### src/rtl/ext_irq_pkg.sv
package ext_irq_pkg;
  localparam logic [15:0] TOD_CODE    = 16'h1004;
  localparam logic [15:0] CPT_CODE    = 16'h1005;
  localparam logic [15:0] CPU_SUBCODE = 16'h0D00;

  typedef struct packed {
    logic [15:0] code;
    logic [31:0] p32;
    logic [63:0] p64;
  } ext_entry_t;
endpackage

### src/rtl/ext_irq_lifo.sv
module ext_irq_lifo
  import ext_irq_pkg::*;
#(
  parameter int DEPTH = 16,
  parameter int CW    = $clog2(DEPTH + 1)
) (
  input  logic          clk_i,
  input  logic          rst_ni,
  input  logic          push_i,
  input  ext_entry_t    wdata_i,
  input  logic          pop_i,
  output ext_entry_t    top_o,
  output logic [CW-1:0] count_o,
  output logic          empty_o,
  output logic          reject_o
);
  localparam int IW = (DEPTH > 1) ? $clog2(DEPTH) : 1;

  logic [CW-1:0] cnt;
  logic          do_pop, accept;
  logic [CW-1:0] wr_idx, top_idx;
  ext_entry_t    mem [DEPTH];

  assign do_pop   = pop_i && (cnt != '0);
  assign accept   = push_i && ((cnt != CW'(DEPTH)) || do_pop);
  assign reject_o = push_i && !accept;
  assign wr_idx   = do_pop ? cnt - CW'(1) : cnt;
  assign top_idx  = cnt - CW'(1);

  for (genvar i = 0; i < DEPTH; i++) begin : g_slot
    always_ff @(posedge clk_i) begin
      if (accept && (wr_idx == CW'(i))) mem[i] <= wdata_i;
    end
  end

  always_ff @(posedge clk_i or negedge rst_ni) begin
    if (!rst_ni) cnt <= '0;
    else begin
      case ({accept, do_pop})
        2'b10:   cnt <= cnt + CW'(1);
        2'b01:   cnt <= cnt - CW'(1);
        default: cnt <= cnt;
      endcase
    end
  end

  assign top_o   = mem[top_idx[IW-1:0]];
  assign count_o = cnt;
  assign empty_o = (cnt == '0);
endmodule

### src/rtl/ext_irq_arb.sv
module ext_irq_arb (
  input  logic ext_mask_i,
  input  logic exc_busy_i,
  input  logic q_empty_i,
  input  logic pend_tod_i,
  input  logic pend_cpt_i,
  input  logic push_i,
  output logic deliver_o,
  output logic conv_tod_o,
  output logic conv_cpt_o
);
  logic eligible, conv_ok;

  assign eligible   = ext_mask_i && !exc_busy_i;
  assign deliver_o  = eligible && !q_empty_i;
  // timers only enter an empty stack, and never collide with an external push
  assign conv_ok    = eligible && q_empty_i && !push_i;
  assign conv_tod_o = conv_ok && pend_tod_i;
  assign conv_cpt_o = conv_ok && !pend_tod_i && pend_cpt_i;
endmodule

### src/rtl/ext_irq_ctrl.sv
module ext_irq_ctrl
  import ext_irq_pkg::*;
#(
  parameter int DEPTH = 16
) (
  input  logic        clk_i,
  input  logic        rst_ni,
  input  logic        tod_evt_i,
  input  logic        cpt_evt_i,
  input  logic        push_i,
  input  logic [15:0] push_code_i,
  input  logic [31:0] push_p32_i,
  input  logic [63:0] push_p64_i,
  input  logic        ext_mask_i,
  input  logic        exc_busy_i,
  input  logic [15:0] cpu_num_i,
  input  logic        ack_i,
  output logic        irq_valid_o,
  output logic [15:0] irq_code_o,
  output logic [31:0] irq_p32_o,
  output logic [63:0] irq_p64_o,
  output logic [15:0] cpu_addr_o,
  output logic        hard_req_o,
  output logic        pend_ext_o,
  output logic        pend_tod_o,
  output logic        pend_cpt_o,
  output logic        ovf_o,
  output logic        fatal_o
);
  localparam int CW = $clog2(DEPTH + 1);

  logic          deliver, conv_tod, conv_cpt, ack_ok, q_empty, reject;
  logic          lifo_push;
  logic [CW-1:0] q_count;
  ext_entry_t    wdata, top;
  logic          tod_q, cpt_q, hard_q, ovf_q, fatal_q;
  logic          tod_n, cpt_n, hard_n;

  ext_irq_arb u_arb (
    .ext_mask_i (ext_mask_i),
    .exc_busy_i (exc_busy_i),
    .q_empty_i  (q_empty),
    .pend_tod_i (tod_q),
    .pend_cpt_i (cpt_q),
    .push_i     (push_i),
    .deliver_o  (deliver),
    .conv_tod_o (conv_tod),
    .conv_cpt_o (conv_cpt)
  );

  assign ack_ok    = ack_i && deliver;
  assign lifo_push = push_i || conv_tod || conv_cpt;

  always_comb begin
    wdata = '0;
    if (push_i) begin
      wdata.code = push_code_i;
      wdata.p32  = push_p32_i;
      wdata.p64  = push_p64_i;
    end else if (conv_tod) wdata.code = TOD_CODE;
    else                   wdata.code = CPT_CODE;
  end

  ext_irq_lifo #(.DEPTH(DEPTH)) u_lifo (
    .clk_i    (clk_i),
    .rst_ni   (rst_ni),
    .push_i   (lifo_push),
    .wdata_i  (wdata),
    .pop_i    (ack_ok),
    .top_o    (top),
    .count_o  (q_count),
    .empty_o  (q_empty),
    .reject_o (reject)
  );

  assign tod_n = tod_evt_i || (tod_q && !conv_tod);
  assign cpt_n = cpt_evt_i || (cpt_q && !conv_cpt);

  always_comb begin
    if (tod_evt_i || cpt_evt_i || push_i) hard_n = 1'b1;
    else if (ack_ok) hard_n = tod_n || cpt_n || (q_count > CW'(1));
    else hard_n = hard_q;
  end

  always_ff @(posedge clk_i or negedge rst_ni) begin
    if (!rst_ni) begin
      tod_q   <= 1'b0;
      cpt_q   <= 1'b0;
      hard_q  <= 1'b0;
      ovf_q   <= 1'b0;
      fatal_q <= 1'b0;
    end else begin
      tod_q   <= tod_n;
      cpt_q   <= cpt_n;
      hard_q  <= hard_n;
      ovf_q   <= ovf_q || reject;
      fatal_q <= fatal_q || (ack_i && (!ext_mask_i || q_empty));
    end
  end

  assign irq_valid_o = deliver;
  assign irq_code_o  = top.code;
  assign irq_p32_o   = top.p32;
  assign irq_p64_o   = top.p64;
  assign cpu_addr_o  = cpu_num_i | CPU_SUBCODE;
  assign hard_req_o  = hard_q;
  assign pend_ext_o  = !q_empty;
  assign pend_tod_o  = tod_q;
  assign pend_cpt_o  = cpt_q;
  assign ovf_o       = ovf_q;
  assign fatal_o     = fatal_q;
endmodule

### config.mk
export PLATFORM = sky130hd
export DESIGN_NAME = ext_irq_ctrl
export DESIGN_NICKNAME = d
export VERILOG_FILES = /design/src/rtl/ext_irq_pkg.sv /design/src/rtl/ext_irq_lifo.sv /design/src/rtl/ext_irq_arb.sv /design/src/rtl/ext_irq_ctrl.sv
export SDC_FILE = /design/constraint.sdc
export NUM_CORES = 2
export LEC_CHECK = 0
export ABC_AREA = 0
export BUFFER_PORTS_ARGS = -buffer_cell sky130_fd_sc_hd__buf_2
export CORE_MARGIN = 1
export CORE_UTILIZATION = 45
export CTS_BUF_LIST = sky130_fd_sc_hd__clkbuf_8 sky130_fd_sc_hd__clkbuf_16
export DETAILED_ROUTE_END_ITERATION = 12
export GPL_TIMING_DRIVEN = 0
export PLACE_DENSITY = 0.62
export SLEW_MARGIN = 15
export SYNTH_ARGS = -nofsm -noshare
export SYNTH_HDL_FRONTEND = slang
export SYNTH_HIERARCHICAL = 1
export SYNTH_SLANG_ARGS = --single-unit
### constraint.sdc
create_clock -name clk_i -period 8.7 [get_ports clk_i]
set_input_delay 0 -clock clk_i [delete_from_list [all_inputs] [get_ports clk_i]]
set_output_delay 0 -clock clk_i [all_outputs]
set_load 0.005 [all_outputs]
==> metrics <==
Reg2Reg Setup Slack 2.65 ns; Setup CP Type reg2reg; DRC Markers 0; Critical R2R Capture u_lifo/mem[3][50]$_DFFE_PP_; initial DRC count 4144; total track usage 0.2273; TritonCTS clock tree done; HP Start push_i; Max Cap Viol 0; area share of the largest cell type after synthesis 0.7837; Max clock buf depth 3; ys async rst share 0.005549; Max Slew Vio Count 0; CP Max Fanout 19; area delta synth->final 19.45%; CP Capture Type flop; fmax 0.1653 GHz; DRT Wirelength 173400 µm; post-synth cell types 50; initial antenna violation count 9; final net count 3811; vias per inst 5.816; Largest stage delay, worst path 1.02 ns; Worst-Margin Slew 1.279 ns; post-layout min period 6.049 ns; die area 0.1541 mm²; Post-DP HPWL 109000 µm; dominant cell type by area after synthesis edfxtp_1; layout cells sized above 1 0.3136; crit share post-route 0.6952; Synth warnings 6; drt pass-1 iters 5; Cell Pwr Density 346.3 mW/mm²; most frequent CP cell buf_12; WP buf/inv 10; largest net degree at the start of global routing 22; number of global-route vias before repair 34610; status completed; Hold Path Stages 4; total gr overflow 0; final hold vios 0; count leader, synth edfxtp_1; critical path's top delay family buffers and inverters; Worst Setup Start Kind flop; Hold Crit Endpoint hard_req_o$_DFFE_PN0P_; slew margin rel. 0.1448; static leakage 26.97 nW; cells on worst reg2reg path 18; height of the die 392.6 µm; total setup buffers inserted after CTS 0; Post-synth EDFFs 1792; ys flop type edfxtp_1; slowest CP cell nor4b_2; clk_lat worst skew 0.81 ns; overall power 28.40 mW; gpl congestion 0.7434; final setup fails 0; routed len/inst 29.77 µm; Seq/Total Area, Yosys 0.7874; worst r2r src u_lifo/count_o[0]$_DFFE_PN0P_; Worst Path Arrival 6.56 ns; H-tree levels 4; total I/O pin count 271; Setup TNS 0 ns; synthesized instance count 2996; core region area 0.1507 mm²; top area cells in the synthesized netlist edfxtp_1 78%, mux4_2 15%, a22oi_1 2.5%, and2_1 0.99%, nand2_1 0.68%; clock slew at reported path FFs 0.06 ns; initial core utilization 0.4557; # port buffers 251; Post-Syn Area per Cell 22.92 µm²; most instantiated cells after synthesis 1792 x edfxtp_1, 448 x mux4_2, 226 x a22oi_1, 124 x nand2_1, 109 x and2_1; #FFs+latches synth 1802; clk sinks 1802; critical path cell sequence buf_6, buf_4, inv_2, ha_1, nor4b_2, nor3b_1, dlygate4sd3_1, nand2_1, inv_1, nand2b_1, inv_2, nor3_1, o21ai_1, nor2_4, buf_12, buf_12, buf_12, buf_16; first-pass GRT wire length 246600 µm; maximum vdd drop 209.3 µV; Post-DRT Antenna Nets 0; unrepaired setup endpoints after global routing false; min-delay worst type in2reg; post-synthesis cell area 0.06866 mm²; clk root buf clkbuf_16; via count 33880; Layout Skew 0.03049 ns; site row count 142; CTS Buf Count 181; WP data required 9.21 ns; DIE WIDTH 392.6 µm
worst reg2reg max path, cell delays in order, from the launching register on:
cell	delay, ns
dfrtp_1	0.40
buf_6	0.14
buf_4	0.23
inv_2	0.15
ha_1	0.19
nor4b_2	1.02
nor3b_1	0.17
dlygate4sd3_1	0.63
nand2_1	0.09
inv_1	0.28
nand2b_1	0.30
inv_2	0.10
nor3_1	0.15
o21ai_1	0.28
nor2_4	0.67
buf_12	0.28
buf_12	0.24
buf_12	0.23
buf_16	0.19
worst max-delay path by stage:
stage                                  start                      endpoint  slack, ns  cells past startpoint
4_1_cts        u_lifo/count_o[0]$_DFFE_PN0P_   u_lifo/mem[3][50]$_DFFE_PP_       2.88                     18
3_3_place_gp   u_lifo/count_o[0]$_DFFE_PN0P_  u_lifo/mem[11][58]$_DFFE_PP_      -6.77                     12
3_5_place_dp   u_lifo/count_o[0]$_DFFE_PN0P_   u_lifo/mem[3][50]$_DFFE_PP_       2.98                     16
5_1_grt        u_lifo/count_o[0]$_DFFE_PN0P_   u_lifo/mem[3][50]$_DFFE_PP_       2.49                     16
6_report       u_lifo/count_o[0]$_DFFE_PN0P_   u_lifo/mem[3][50]$_DFFE_PP_       2.65                     18
2_1_floorplan  u_lifo/count_o[0]$_DFFE_PN0P_    u_lifo/mem[7][0]$_DFFE_PP_       1.21                     13
flip-flops by register name, indices dropped and copies added (netlist names):
register        count
u_lifo/mem       1792
u_lifo/count_o      5
fatal_o             1
hard_req_o          1
ovf_o               1
pend_cpt_o          1
pend_tod_o          1
through the flow:
stage	util	setup WS [ns]	cells	area [µm²]	hold slack [ns]
3_3_place_gp	0.4809	-6.772	5265	72450	-0.07401
3_5_place_dp	0.4995	2.980	5379	75260	-0.06968
2_1_floorplan	-	1.207	2998	68670	-0.2956
4_1_cts	0.5443	2.884	5824	82010	0.02943
6_report	0.5443	2.651	5825	82010	0.06831
5_1_grt	0.5443	2.492	5824	82010	0.07583
cell families after synthesis:
| logic type | count (synthesis) | share of synthesized area |
|---|---|---|
| flops | 1802 | 0.7874 |
| mux | 448 | 0.1469 |
| simple gates | 292 | 0.02161 |
| compound gates | 254 | 0.02757 |
| buf+inv | 191 | 0.01525 |
| xor+xnor | 5 | 0.0006378 |
| fa+ha+maj | 3 | 0.0005467 |
| other cells | 1 | 0.00005462 |
routing by layer:
layer,global-route usage,part of all wire,up-vias
li1,-,-,14090
met1,0.3214,0.41,17990
met2,0.3608,0.48,1558
met3,0.04539,0.084,237
met4,0.06438,0.024,2
met5,0,0.000075,-
layout by cell type, fill, tap and decap left out, types with 28 or more instances in the layout:
| cell type | synthesis | layout |
|---|---|---|
| edfxtp_1 | 1792 | 1792 |
| mux4_2 | 448 | 448 |
| buf_2 | 69 | 320 |
| a22oi_1 | 226 | 226 |
| clkbuf_16 | 0 | 187 |
| dlygate4sd3_1 | 0 | 126 |
| nand2_1 | 124 | 124 |
| and2_1 | 109 | 109 |
| buf_12 | 0 | 60 |
| clkbuf_1 | 58 | 56 |
| buf_16 | 0 | 54 |
| inv_1 | 8 | 49 |
| clkinv_1 | 0 | 43 |
| clkinv_2 | 0 | 28 |
power by group:
group          internal [mW]  total (mW)  switching [mW]
logic                   4.40        10.7            6.30
clock network           4.07        7.26            3.19
registers               10.3        10.4           0.145
total                   18.8        28.4            9.63
timing repair:
item | CTS | global route
hold buffers | 126 | 0
resized for setup | 0 | 0
hold endpoints to repair | 1790 | 0
layout make-up:
cell class | count | area, µm²
buffer | 181 | 1012
timing repair buffer | 491 | 5205
tap | 2016 | 2522
fill | 11540 | 68650
inverter | 10 | 37.54
antenna | 1 | 2.502
sequential | 1802 | 54060
clock inverter | 132 | 813.3
multi-input combinational | 1005 | 13680
clock buffer | 187 | 4679
Power figures use the tool's default switching activity.
